`src/rtl/hdlc_af_pkg.sv`:
```
package hdlc_af_pkg;
  localparam int AW = 8;
  localparam int MW = 3;
  localparam logic [AW-1:0] HI_MASK = 8'hFC;
  localparam logic [AW-1:0] LO_MASK = 8'hFE;
  localparam logic [AW-1:0] HI_GRP_A = 8'hFE;
  localparam logic [AW-1:0] HI_GRP_B = 8'hFC;
  localparam logic [AW-1:0] LO_GRP = 8'hFF;

  typedef enum logic [2:0] {S_IDLE, S_ADDR1, S_ADDR2, S_PASS, S_DROP} fstate_t;
  typedef enum logic [1:0] {MC_NONE = 2'b00, MC_IND1 = 2'b01,
                            MC_IND2 = 2'b10, MC_GRP = 2'b11} mcode_t;

  function automatic logic is_filter(input logic [MW-1:0] m);
    return m[MW-1:1] == 2'b01;
  endfunction

  function automatic mcode_t classify(input logic [AW-1:0] rx, ind1, ind2,
                                      mask, ga, gb);
    logic [AW-1:0] r;
    r = rx & mask;
    if (r == (ind1 & mask)) return MC_IND1;
    if (r == (ind2 & mask)) return MC_IND2;
    if (r == (ga & mask) || r == (gb & mask)) return MC_GRP;
    return MC_NONE;
  endfunction
endpackage

```
`src/rtl/hdlc_af_match.sv`:
```
module hdlc_af_match
  import hdlc_af_pkg::*;
#(
  parameter logic [AW-1:0] CMP_MASK = 8'hFF,
  parameter logic [AW-1:0] GRP_A    = 8'hFF,
  parameter logic [AW-1:0] GRP_B    = 8'hFF
) (
  input  logic [AW-1:0] rx,
  input  logic [AW-1:0] ind1,
  input  logic [AW-1:0] ind2,
  output mcode_t        code,
  output logic          hit
);
  assign code = classify(rx, ind1, ind2, CMP_MASK, GRP_A, GRP_B);
  assign hit  = (code != MC_NONE);
endmodule

```
`src/rtl/hdlc_af_cfg.sv`:
```
module hdlc_af_cfg
  import hdlc_af_pkg::*;
#(
  parameter int NREG = 4
) (
  input  logic                     clk,
  input  logic                     rst_n,
  input  logic                     load,
  input  logic [MW-1:0]            mode_in,
  input  logic [NREG-1:0][AW-1:0]  addr_in,
  output logic [MW-1:0]            mode_q,
  output logic [NREG-1:0][AW-1:0]  addr_q
);
  always_ff @(posedge clk or negedge rst_n) begin
    if (!rst_n)    mode_q <= '0;
    else if (load) mode_q <= mode_in;
  end

  for (genvar i = 0; i < NREG; i++) begin : g_reg
    always_ff @(posedge clk or negedge rst_n) begin
      if (!rst_n)    addr_q[i] <= '0;
      else if (load) addr_q[i] <= addr_in[i];
    end
  end
endmodule

```
`src/rtl/hdlc_addr_filter.sv`:
```
module hdlc_addr_filter
  import hdlc_af_pkg::*;
(
  input  logic          clk,
  input  logic          rst_n,
  input  logic          sof,
  input  logic          byte_vld,
  input  logic [7:0]    byte_in,
  input  logic          eof,
  input  logic [2:0]    cfg_mode,
  input  logic [7:0]    cfg_hi1,
  input  logic [7:0]    cfg_hi2,
  input  logic [7:0]    cfg_lo1,
  input  logic [7:0]    cfg_lo2,
  output logic          out_vld,
  output logic [7:0]    out_data,
  output logic          out_eof,
  output logic          dec_vld,
  output logic          dec_accept,
  output logic [1:0]    hi_code,
  output logic [1:0]    lo_code
);
  localparam int NREG = 4;

  logic [MW-1:0]           mode_q;
  logic [NREG-1:0][AW-1:0] addr_q;
  mcode_t  hi_now, lo_now, hcode_q, hc_n, lc_n;
  logic    hi_hit, lo_hit;
  fstate_t st, nxt;
  logic    fwd, fwd_eof, dec_now, acc_now;

  hdlc_af_cfg #(.NREG(NREG)) u_cfg (
    .clk(clk), .rst_n(rst_n), .load(sof), .mode_in(cfg_mode),
    .addr_in({cfg_lo2, cfg_lo1, cfg_hi2, cfg_hi1}),
    .mode_q(mode_q), .addr_q(addr_q)
  );

  hdlc_af_match #(.CMP_MASK(HI_MASK), .GRP_A(HI_GRP_A), .GRP_B(HI_GRP_B)) u_hi (
    .rx(byte_in), .ind1(addr_q[0]), .ind2(addr_q[1]), .code(hi_now), .hit(hi_hit)
  );

  hdlc_af_match #(.CMP_MASK(LO_MASK), .GRP_A(LO_GRP), .GRP_B(LO_GRP)) u_lo (
    .rx(byte_in), .ind1(addr_q[2]), .ind2(addr_q[3]), .code(lo_now), .hit(lo_hit)
  );

  always_comb begin
    nxt     = st;
    fwd     = 1'b0;
    fwd_eof = 1'b0;
    dec_now = 1'b0;
    acc_now = 1'b0;
    hc_n    = MC_NONE;
    lc_n    = MC_NONE;
    if (sof) begin
      nxt = is_filter(cfg_mode) ? S_ADDR1 : S_PASS;
    end else begin
      case (st)
        S_ADDR1: begin
          if (eof) begin
            dec_now = 1'b1;
            nxt     = S_IDLE;
          end else if (byte_vld) begin
            if (!mode_q[0]) begin
              dec_now = 1'b1;
              hc_n    = hi_now;
              acc_now = hi_hit && byte_in[0];
              nxt     = acc_now ? S_PASS : S_DROP;
            end else begin
              nxt = S_ADDR2;
            end
          end
        end
        S_ADDR2: begin
          hc_n = hcode_q;
          if (eof) begin
            dec_now = 1'b1;
            nxt     = S_IDLE;
          end else if (byte_vld) begin
            dec_now = 1'b1;
            lc_n    = lo_now;
            acc_now = (hcode_q != MC_NONE) && lo_hit && byte_in[0];
            nxt     = acc_now ? S_PASS : S_DROP;
          end
        end
        S_PASS: begin
          fwd     = byte_vld && !eof;
          fwd_eof = eof;
          if (eof) nxt = S_IDLE;
        end
        S_DROP:  if (eof) nxt = S_IDLE;
        default: nxt = S_IDLE;
      endcase
    end
  end

  always_ff @(posedge clk or negedge rst_n) begin
    if (!rst_n) begin
      st         <= S_IDLE;
      hcode_q    <= MC_NONE;
      out_vld    <= 1'b0;
      out_data   <= '0;
      out_eof    <= 1'b0;
      dec_vld    <= 1'b0;
      dec_accept <= 1'b0;
      hi_code    <= 2'b00;
      lo_code    <= 2'b00;
    end else begin
      st         <= nxt;
      if (st == S_ADDR1 && byte_vld) hcode_q <= hi_now;
      out_vld    <= fwd;
      out_data   <= fwd ? byte_in : out_data;
      out_eof    <= fwd_eof;
      dec_vld    <= dec_now;
      dec_accept <= acc_now;
      hi_code    <= hc_n;
      lo_code    <= lc_n;
    end
  end


  reject_silence_chk: assert property (@(posedge clk) disable iff (!rst_n)
    (dec_vld && !dec_accept) |=> (!out_vld && !out_eof));


  ext_bit_chk: assert property (@(posedge clk) disable iff (!rst_n)
    (dec_vld && dec_accept) |-> $past(byte_vld && byte_in[0]));


  accept_code_chk: assert property (@(posedge clk) disable iff (!rst_n)
    (dec_vld && dec_accept) |-> (hi_code != 2'b00));


  filter_only_chk: assert property (@(posedge clk) disable iff (!rst_n)
    dec_vld |-> is_filter(mode_q));


  early_end_chk: assert property (@(posedge clk) disable iff (!rst_n)
    (dec_vld && $past(eof)) |-> (!dec_accept && lo_code == 2'b00));


  one_event_chk: assert property (@(posedge clk) disable iff (!rst_n)
    $onehot0({dec_vld, out_vld, out_eof}));
endmodule

```
`config.mk`:
```
export PLATFORM = sky130hd
export DESIGN_NAME = hdlc_addr_filter
export DESIGN_NICKNAME = d
export VERILOG_FILES = /design/src/rtl/hdlc_af_pkg.sv /design/src/rtl/hdlc_af_match.sv /design/src/rtl/hdlc_af_cfg.sv /design/src/rtl/hdlc_addr_filter.sv
export SDC_FILE = /design/constraint.sdc
export NUM_CORES = 1
export LEC_CHECK = 0
export BUFFER_PORTS_ARGS = -buffer_cell sky130_fd_sc_hd__buf_4
export CORE_ASPECT_RATIO = 0.6
export CORE_MARGIN = 2
export CORE_UTILIZATION = 47
export CTS_CLUSTER_SIZE = 12
export DETAILED_ROUTE_END_ITERATION = 8
export GPL_TIMING_DRIVEN = 0
export PLACE_DENSITY_LB_ADDON = 0.25
export SLEW_MARGIN = 10
export SYNTH_ARGS = -nofsm -noshare
export SYNTH_HDL_FRONTEND = slang
export SYNTH_SLANG_ARGS = --single-unit
```
`constraint.sdc`:
```
create_clock -name clk -period 1.47 [get_ports clk]
set_input_delay 0.147 -clock clk [delete_from_list [all_inputs] [get_ports clk]]
set_output_delay 0.147 -clock clk [all_outputs]
set_load 0.02 [all_outputs]
```
==> results of run 1 <==
[worst max-delay path by stage]
stage,start,endpoint,cells after the start
floorplan,st[1],out_data[0],3
global placement,u_cfg.addr_q[31],st[0],6
detailed placement,u_cfg.addr_q[31],st[0],6
CTS,u_cfg.addr_q[27],st[1],7
global route,u_cfg.addr_q[20],st[1],6
finish,u_cfg.addr_q[20],st[1],6
[synthesized netlist by cell type (2+ instances only)]
cell      instances  area, µm²
mux2_4            8        120
dfrtp_1          48       1200
o21ai_0           9       45.0
a31oi_1           7       43.8
mux2_2           27        304
nand2b_1          4       25.0
nand4_1           2       12.5
buf_2             5       25.0
nor3_1            2       10.0
a32oi_1           2       17.5
xor2_1           17        149
a21oi_1           3       15.0
nor2_1           16       60.1
xnor2_1           9       78.8
buf_6             4       45.0
nand3_1           2       10.0
nor4_2            2       25.0
nand2_1           8       30.0
inv_1             3       11.3
buf_1             2       7.51
[logic make-up (layout without fill, tap and decap cells)]
logic type,Yosys count,count (layout),synth area share [%]
flops,48,48,50.3
simple gates,44,44,10.6
mux,35,35,17.8
compound gates,29,29,8.02
xor+xnor,26,26,9.54
buf+inv,14,80,3.72
[per-layer routing]
layer / up-vias / wire, µm
met2: 65 / 2250
met5: - / 0
met4: 0 / 29
met3: 4 / 299
met1: 865 / 2660
li1: 811 / -
[sequential cells by signal (all words and copies together), names as in the netlist]
name          cells
hcode_q           2
lo_code           2
hi_code           2
st                3
out_vld           1
out_eof           1
out_data          8
u_cfg.mode_q      1
u_cfg.addr_q     26
dec_vld           1
dec_accept        1
[power by group through the flow]
stage / clock network (mW) / logic [mW] / registers [mW]
6_report: 0.823 / 0.957 / 1.63
5_1_grt: 0.922 / 1.03 / 1.66
4_1_cts: 0.859 / 0.913 / 1.63
3_5_place_dp: 0 / 0.880 / 1.65
3_3_place_gp: 0 / 0.863 / 1.65
2_1_floorplan: 0 / 0.448 / 1.74
[repair_timing]
| action | in CTS | in global routing |
|---|---|---|
| hold buffers | 1 | 0 |
| gates resized for setup | 6 | 15 |
| setup endpoints to repair | 14 | 16 |
| pin swaps | 6 | 9 |
| hold endpoints to repair | 48 | 0 |
| buffers inserted | 6 | 2 |
[through the flow]
stage | total power [mW] | util, % | hold slack (ps)
after detailed placement | 2.53 | 57.2 | 199
after CTS | 3.40 | 60.8 | 57.3
after floorplan | 2.19 | - | -149
final | 3.41 | 62.5 | 65.7
after global placement | 2.51 | 57.2 | 204
after global routing | 3.61 | 62.5 | 59.5
[layout make-up]
| class | count | area, µm² |
|---|---|---|
| Buffer | 11 | 77.6 |
| Clock buffer | 6 | 82.6 |
| Clock inverter | 2 | 13.8 |
| Fill cell | 406 | 1870 |
| Inverter | 3 | 11.3 |
| Multi-Input combinational cell | 134 | 1200 |
| Sequential cell | 48 | 1200 |
| Tap cell | 66 | 82.6 |
| Timing Repair Buffer | 58 | 442 |
[worst min-delay path: stages]
cell     delay (ps)
buf_4            80
nand2_1          40
o21ai_0          50
==> reports/metrics.csv, run 1 <==
metric,value,unit
outcome,finished with violations,
failing checks,setup timing,
"non-filler cells, final",328,
Final period util,117,%
clock root cell,clkbuf_8,
CP arrival,1940,ps
clk buf depth,2,
Hold Startpoint,cfg_mode[0],
wire length per cell,16.0,µm
Placed Instance Area,2850,µm²
die height,59.2,µm
"commonest non-fill, non-tap cells in the layout","buf_4, dfrtp_1, mux2_2",
First-pass DRT Iterations,4,
Synth Register Bits,48,
crit-path cells,xor2_2 > nor4_4 > nand4_2 > a211oi_4 > o21ai_1 > a31oi_1,
CTS tree,done,
dpl ws,-285,ps
worst slew pin tran,677,ps
worst r2r path cells,6,
DPL Wire Length,3.73,mm
Global Route Usage Sum,19.5,%
core area,4980,µm²
"commonest non-fill, non-tap cell in the layout",buf_4,
layout cells sized above 1,49.6,%
"Reg clk slew, reported paths",90,ps
CP max stage cell,dfrtp_1,
GR Util met3,4.20,%
routability cong.,0.904,
Crit. End Element,flop,
Initial Util,47.9,%
hold endpoint,u_cfg.mode_q[0],
H-tree Lvls,2,
number of synthesis warnings,0,
initial antenna violation count,0,
Netlist Area Pre-Place,2390,µm²
DR vias/cell,5.32,
Layout Nets,309,
Net Sw Power,1.02,mW
Slew headroom,54.9,%
detailed-route via count,1745,
r2r endpoint,st[1],
Total Die Area,5680,µm²
Int Power,2.39,mW
Routed Antenna Nets,0,
Syn Inst Count,196,
Post-synth top flop,dfrtp_1,
grt met1 use,31.1,%
Final setup viols,5,
vias in the first global route,1629,
Slew Limit Fails,0,
FF-to-FF Start,u_cfg.addr_q[20],
cell family with most CP delay,compound AO/OA/AOI/OAI gates,
Leakage,1.37,nW
Inserted Clock Buffers,5,
Async SR Flop Fraction,100,%
Setup Skew,9.50,ps
gr busiest metal,met1,
CP max stage delay,420,ps
Tmin final,1720,ps
largest net degree at the start of global routing,49,
synthesized net count,244,
unique cell type count in the Yosys netlist,36,
DRC viols,0,
sw frac,30.0,%
number of enable flip-flop cells after synthesis,0,
flop2flop setup slack,-250,ps
Clock power frac,24.1,%
crit path max fanout,2,
final worst slack,-249,ps
Final Hold Fails,0,
RSZ-0062 raised after global routing,true,
critical path startpoint category,flop,
CP required,1690,ps
first-pass GRT wire length,8.31,mm
total placed cells including tap cells,312,
CP bufs+invs,0,
"wirelength, routed",5.23,mm
"Avg Cell Area, Syn",12.2,µm²
fin area,3110,µm²
worst skew pair latency,300,ps
Sequential Power Share,47.8,%
antenna cells,0,
Setup TNS,-770,ps
sequential share of the synthesized area,50.3,%
clk sink count,48,
GR Overflow Total,0,
1st-iter DRT viols,91,
Hold Path Depth,3,
fmax,582,MHz
Tightest Hold Check Type,input port to flop,
Ports,64,
row cnt,20,
Die Width,96.0,µm
MaxCap Viol Count,0,
PwrDens,1100,nW/µm²
Worst IR Drop VDD,0.431,mV
GR met2 Demand/Resource,26.7,%
port bufs,50,
combinational share of power,28.1,%
Crit Path Class,flop to flop,
area grow syn2layout,30.3,%
Power figures use the tool's default switching activity.
==> run 2, diff against run 1 <==
--- a/config.mk
+++ b/config.mk
@@ -8,7 +8,8 @@
 export BUFFER_PORTS_ARGS = -buffer_cell sky130_fd_sc_hd__buf_4
 export CORE_ASPECT_RATIO = 0.6
 export CORE_MARGIN = 2
-export CORE_UTILIZATION = 47
+export CORE_UTILIZATION = 49
+export CTS_BUF_LIST = sky130_fd_sc_hd__clkbuf_8
 export CTS_CLUSTER_SIZE = 12
 export DETAILED_ROUTE_END_ITERATION = 8
 export GPL_TIMING_DRIVEN = 0
==> reports/metrics.csv, run 2 (synthesized netlist as in run 1, its figures left out) <==
metric,value,unit,change
Tightest Hold Check Type,input port to flop,,
largest net degree at the start of global routing,49,,unchanged
vias in the first global route,1699,,+4.3%
first-pass GRT wire length,8.30,mm,-0.17%
Total Die Area,5460,µm²,-3.9%
crit path max fanout,2,,unchanged
DRC viols,0,,unchanged
row cnt,19,,-5.0%
MaxCap Viol Count,0,,unchanged
DPL Wire Length,3.73,mm,+0.10%
CP max stage delay,410,ps,about the same
outcome,finished with violations,,
failing checks,setup timing,,
Largest register FFs,26,,unchanged
worst skew pair latency,300,ps,about the same
clk sink count,48,,unchanged
fillers,374,,-7.9%
RSZ-0062 raised after global routing,true,,
worst slew pin tran,605,ps,-71.6 ps
"commonest non-fill, non-tap cells in the layout","buf_4, dfrtp_1, mux2_2",,
CP required,1680,ps,about the same
port bufs,50,,unchanged
initial antenna violation count,0,,unchanged
CP max stage cell,dfrtp_1,,
First-pass DRT Iterations,4,,unchanged
Worst IR Drop VDD,0.569,mV,+32%
r2r endpoint,st[1],,
Die Width,94.1,µm,-2.0%
Final Hold Fails,0,,unchanged
Slew headroom,59.6,%,+4.8 points
core area,4640,µm²,-6.9%
Tmin final,1800,ps,+77.2 ps
critical path startpoint category,flop,,
Initial Util,51.5,%,+3.6 points
Ports,64,,unchanged
worst r2r path cells,6,,unchanged
1st-iter DRT viols,122,,+34%
"commonest non-fill, non-tap cell in the layout",buf_4,,
wire length per cell,16.2,µm,+1.4%
worst setup path endpoint,st[1],,
layout cells sized above 1,48.8,%,-0.78 points
DR vias/cell,5.28,,-0.81%
Final period util,122,%,+5.3 points
Layout Nets,306,,-0.97%
Leakage,1.37,nW,about the same
GR Overflow Total,0,,unchanged
dpl ws,-294,ps,-8.82 ps
detailed-route via count,1694,,-2.9%
final worst slack,-327,ps,-77.2 ps
Inserted Clock Buffers,5,,unchanged
routability cong.,0.925,,+2.3%
Slew Limit Fails,0,,unchanged
"wirelength, routed",5.19,mm,-0.78%
FF-to-FF Start,u_cfg.addr_q[22],,
"Power, Total",3.64,mW,+6.8%
CTS tree,done,,
Crit Path Class,flop to flop,,
Crit. End Element,flop,,
hold_ws,70.2,ps,+4.46 ps
die height,58.1,µm,-1.9%
"Reg clk slew, reported paths",90,ps,about the same
fmax,557,MHz,-4.3%
Final setup viols,14,,+9
CP arrival,2000,ps,+60 ps
clock root cell,clkbuf_8,,
crit-path cells,xor2_1 > nor4_2 > nand4_2 > a211oi_2 > o21ai_1 > a31oi_1,,
PwrDens,1170,nW/µm²,+7.1%
top flop regs,"u_cfg.addr_q (26), out_data (8), st (3)",,
Routed Antenna Nets,0,,unchanged
flop2flop setup slack,-330,ps,-80 ps
H-tree Lvls,2,,unchanged
clk buf depth,2,,unchanged
crit path from,u_cfg.addr_q[22],,
largest register by flop count,u_cfg.addr_q,,
antenna cells,0,,unchanged
area grow syn2layout,29.9,%,
Setup Skew,10.9,ps,+1.45 ps
Global Route Usage Sum,20.0,%,+0.51 points
-- run 2: cell count changes in the layout (fill, tap and decap cells not counted), sizes merged --
cell,previous run,this run
bufinv,0,2
buf,68,65
clkbuf,6,5
clkinv,1,0
inv,4,3
-- run 2: per-stage QoR --
| step | TNS, ps | cells | area [µm²] | util (%) |
|---|---|---|---|---|
| finish | -1700 | 321 | 3100 | 66.9 |
| detailed placement | -3290 | 309 | 2840 | 61.3 |
| CTS | -897 | 319 | 3030 | 65.4 |
| floorplan | -491 | 196 | 2390 | - |
| global placement | -2910 | 309 | 2840 | 61.3 |
| global route | -2570 | 321 | 3100 | 66.9 |
-- run 2: per-layer routing --
layer	vias up	share of wire [%]	routed length, µm	track usage (%)
li1	811	-	-	-
met1	811	50	2580	30.0
met2	70	42	2200	29.0
met3	2	7.5	388	6.11
met4	0	0.40	21	4.14
met5	-	0	0	0
-- run 2: critical path: cells and delay by family (launching register included) --
family	cells	cell delay [ps]
XOR/XNOR	1	160
flip-flops	1	410
AND/OR/NAND/NOR	2	530
AO/OA/AOI/OAI	3	620
-- run 2: worst min-delay path by stage --
stage / from / endpoint / slack (ps) / cells after the start
6_report: cfg_mode[0] / u_cfg.mode_q[0] / 70 / 3
4_1_cts: cfg_mode[0] / u_cfg.mode_q[0] / 60 / 3
2_1_floorplan: rst_n / dec_accept / -150 / 0
3_5_place_dp: rst_n / u_cfg.addr_q[4] / 190 / 1
3_3_place_gp: rst_n / u_cfg.addr_q[4] / 200 / 1
5_1_grt: cfg_lo1[5] / u_cfg.addr_q[21] / 70 / 2
-- run 2: layout make-up --
class | instances | area [µm²] | share of cell area (%)
sequential | 48 | 1200 | 38.7
multi-input combinational | 134 | 1180 | 37.9
timing repair buffer | 55 | 428 | 13.8
tap | 63 | 78.8 | 2.54
buffer | 11 | 77.6 | 2.50
clock buffer | 5 | 68.8 | 2.22
clock inverter | 2 | 60.1 | 1.94
inverter | 3 | 11.3 | 0.363
-- run 2: timing repair --
action | CTS | global route
setup endpoints to repair | 15 | 16
setup buffers | 2 | 2
hold buffers | 1 | 0
resized for setup | 3 | 13
pin swaps | 6 | 8
hold endpoints to repair | 48 | 0
-- run 2: power by group --
| group | internal (mW) | total, mW | switching (mW) | leakage (nW) |
|---|---|---|---|---|
| combinational | 0.485 | 0.921 | 0.436 | 0.722 |
| sequential | 1.50 | 1.64 | 0.135 | 0.588 |
| clock | 0.669 | 1.08 | 0.413 | 0.0642 |
| total | 2.66 | 3.64 | 0.984 | 1.37 |
==> run 3, diff against run 2 <==
--- a/config.mk
+++ b/config.mk
@@ -8,7 +8,7 @@
 export BUFFER_PORTS_ARGS = -buffer_cell sky130_fd_sc_hd__buf_4
 export CORE_ASPECT_RATIO = 0.6
 export CORE_MARGIN = 2
-export CORE_UTILIZATION = 49
+export CORE_UTILIZATION = 54
 export CTS_BUF_LIST = sky130_fd_sc_hd__clkbuf_8
 export CTS_CLUSTER_SIZE = 12
 export DETAILED_ROUTE_END_ITERATION = 8
==> constraint.sdc (replaced) <==
create_clock -name clk -period 1.85 [get_ports clk]
set_input_delay 0.37 -clock clk [delete_from_list [all_inputs] [get_ports clk]]
set_output_delay 0.37 -clock clk [all_outputs]
set_load 0.02 [all_outputs]
==> reports/metrics.csv, run 3 (synthesized netlist as in run 1, its figures left out) <==
metric,value,unit,change
initial antenna violation count,0,,unchanged
Inserted Clock Buffers,5,,unchanged
largest register by flop count,u_cfg.addr_q,,
fin area,2970,µm²,-4.4%
top flop regs,"u_cfg.addr_q (26), out_data (8), st (3)",,
First-pass DRT Iterations,4,,unchanged
Routed Antenna Nets,0,,unchanged
core area,4170,µm²,-10%
critical path depth,6,,unchanged
Slew Limit Fails,0,,unchanged
crit-path cells,xor2_1 > nor4_2 > nand4_2 > a211oi_2 > o21ai_1 > a31oi_1,,
GR Overflow Total,0,,unchanged
PwrDens,921,nW/µm²,-22%
clock root cell,clkbuf_8,,
DPL Wire Length,3.70,mm,-0.99%
worst r2r path cells,6,,unchanged
crit path from,u_cfg.addr_q[20],,
"Reg clk slew, reported paths",80,ps,about the same
layout cells sized above 1,43.1,%,-5.7 points
Leakage,1.33,nW,-3.3%
final worst slack,95.4,ps,+422 ps
CP arrival,1970,ps,-30 ps
Final setup viols,0,,-14
Placed Instance Area,2840,µm²,-0.22%
Initial Util,57.3,%,+5.8 points
Largest register FFs,26,,unchanged
r2r endpoint,st[1],,
CP max stage delay,400,ps,about the same
row cnt,18,,-1
wire length per cell,15.8,µm,-2.2%
Crit Path Class,flop to flop,,
worst setup path endpoint,st[1],,
largest net degree at the start of global routing,49,,unchanged
Final period util,94.8,%,-27 points
dpl ws,-40.4,ps,+253 ps
Worst IR Drop VDD,0.435,mV,-24%
Post-CTS Hold Buffers,0,,-1
"commonest non-fill, non-tap cell in the layout",buf_4,,
clk sink count,48,,unchanged
final core utilization,71.2,%,+4.3 points
MaxCap Viol Count,0,,unchanged
Final Hold Fails,0,,unchanged
CP bufs+invs,0,,unchanged
Ports,64,,unchanged
first-pass GRT wire length,8.46,mm,+1.9%
clk buf depth,2,,unchanged
crit path max fanout,2,,unchanged
worst slew pin tran,618,ps,+12.7 ps
FF-to-FF Start,u_cfg.addr_q[20],,
1st-iter DRT viols,126,,+3.3%
Setup TNS,0,ps,+1700 ps
fmax,570,MHz,+2.4%
cell family with most CP delay,compound AO/OA/AOI/OAI gates,,
"wirelength, routed",4.98,mm,-4.0%
critical path startpoint category,flop,,
Slew headroom,58.8,%,-0.84 points
detailed-route via count,1697,,+0.18%
worst skew pair latency,300,ps,about the same
H-tree Lvls,2,,unchanged
die height,55.5,µm,-4.4%
DR vias/cell,5.39,,+2.1%
CP max stage cell,dfrtp_1,,
"commonest non-fill, non-tap cells in the layout","buf_4, dfrtp_1, mux2_2",,
routability cong.,0.899,,-2.9%
Layout Nets,302,,-1.3%
flop2flop setup slack,100,ps,+420 ps
Setup Skew,5.16,ps,-5.79 ps
CTS tree,done,,
Global Route Usage Sum,21.9,%,+1.8 points
port bufs,50,,unchanged
vias in the first global route,1681,,-1.1%
Crit. End Element,flop,,
outcome,"finished, final reports clean",,
area grow syn2layout,24.2,%,
Total Die Area,4990,µm²,-8.7%
Tmin final,1750,ps,-42.1 ps
Die Width,89.8,µm,-4.5%
Tightest Hold Check Type,input port to asynchronous set/reset pin,,
DRC viols,0,,unchanged
RSZ-0062 raised after global routing,true,,
antenna cells,0,,unchanged
CP required,2070,ps,+390 ps
-- run 3: cell count changes in the layout (fill, tap and decap cells not counted), sizes merged --
cell and delta:
dlygate4sd3 -1, buf -3, bufinv -1, clkinv +1, inv +1
-- run 3: power breakdown --
group          switching, mW  leakage [nW]  internal, mW  total, mW
sequential            0.0998         0.588          1.20       1.29
combinational          0.334         0.681         0.368      0.702
clock                  0.339        0.0593         0.396      0.734
-- run 3: metal layers --
metal,share of wire (%),up-vias,track usage [%]
met3,6.4,5,6.28
met1,48,824,31.4
met2,44,59,32.6
met5,0,-,0
met4,1.1,0,6.37
li1,-,809,-
-- run 3: repair_timing --
action                     4_1_cts  5_1_grt
setup endpoints to repair        0       10
gates resized for setup          0        0
buffers inserted                 0        1
-- run 3: area by class of cell --
cell class / count / area, µm²
flip-flops and latches: 48 / 1200
inverters: 3 / 11.3
well taps: 60 / 75.1
multi-input cells: 134 / 1100
fillers: 321 / 1200
plain buffers: 11 / 77.6
clock inverters: 3 / 38.8
repair buffers: 51 / 395
clock buffers: 5 / 68.8
-- run 3: metrics by stage --
stage | total power, mW | instances | hold slack [ps]
2_1_floorplan | 1.74 | 196 | 74.4
3_3_place_gp | 1.99 | 306 | 413
3_5_place_dp | 2.01 | 306 | 412
4_1_cts | 2.74 | 314 | 82.8
5_1_grt | 2.87 | 315 | 109
6_report | 2.73 | 315 | 61.7
-- run 3: worst min path at each step --
stage,cells past startpoint,to,start,slack [ps]
final,1,out_data[2],rst_n,60
after global routing,1,out_data[2],rst_n,110
after CTS,1,out_data[2],rst_n,80
after detailed placement,1,out_data[2],rst_n,410
after global placement,1,out_data[2],rst_n,410
after floorplan,0,dec_accept,rst_n,70
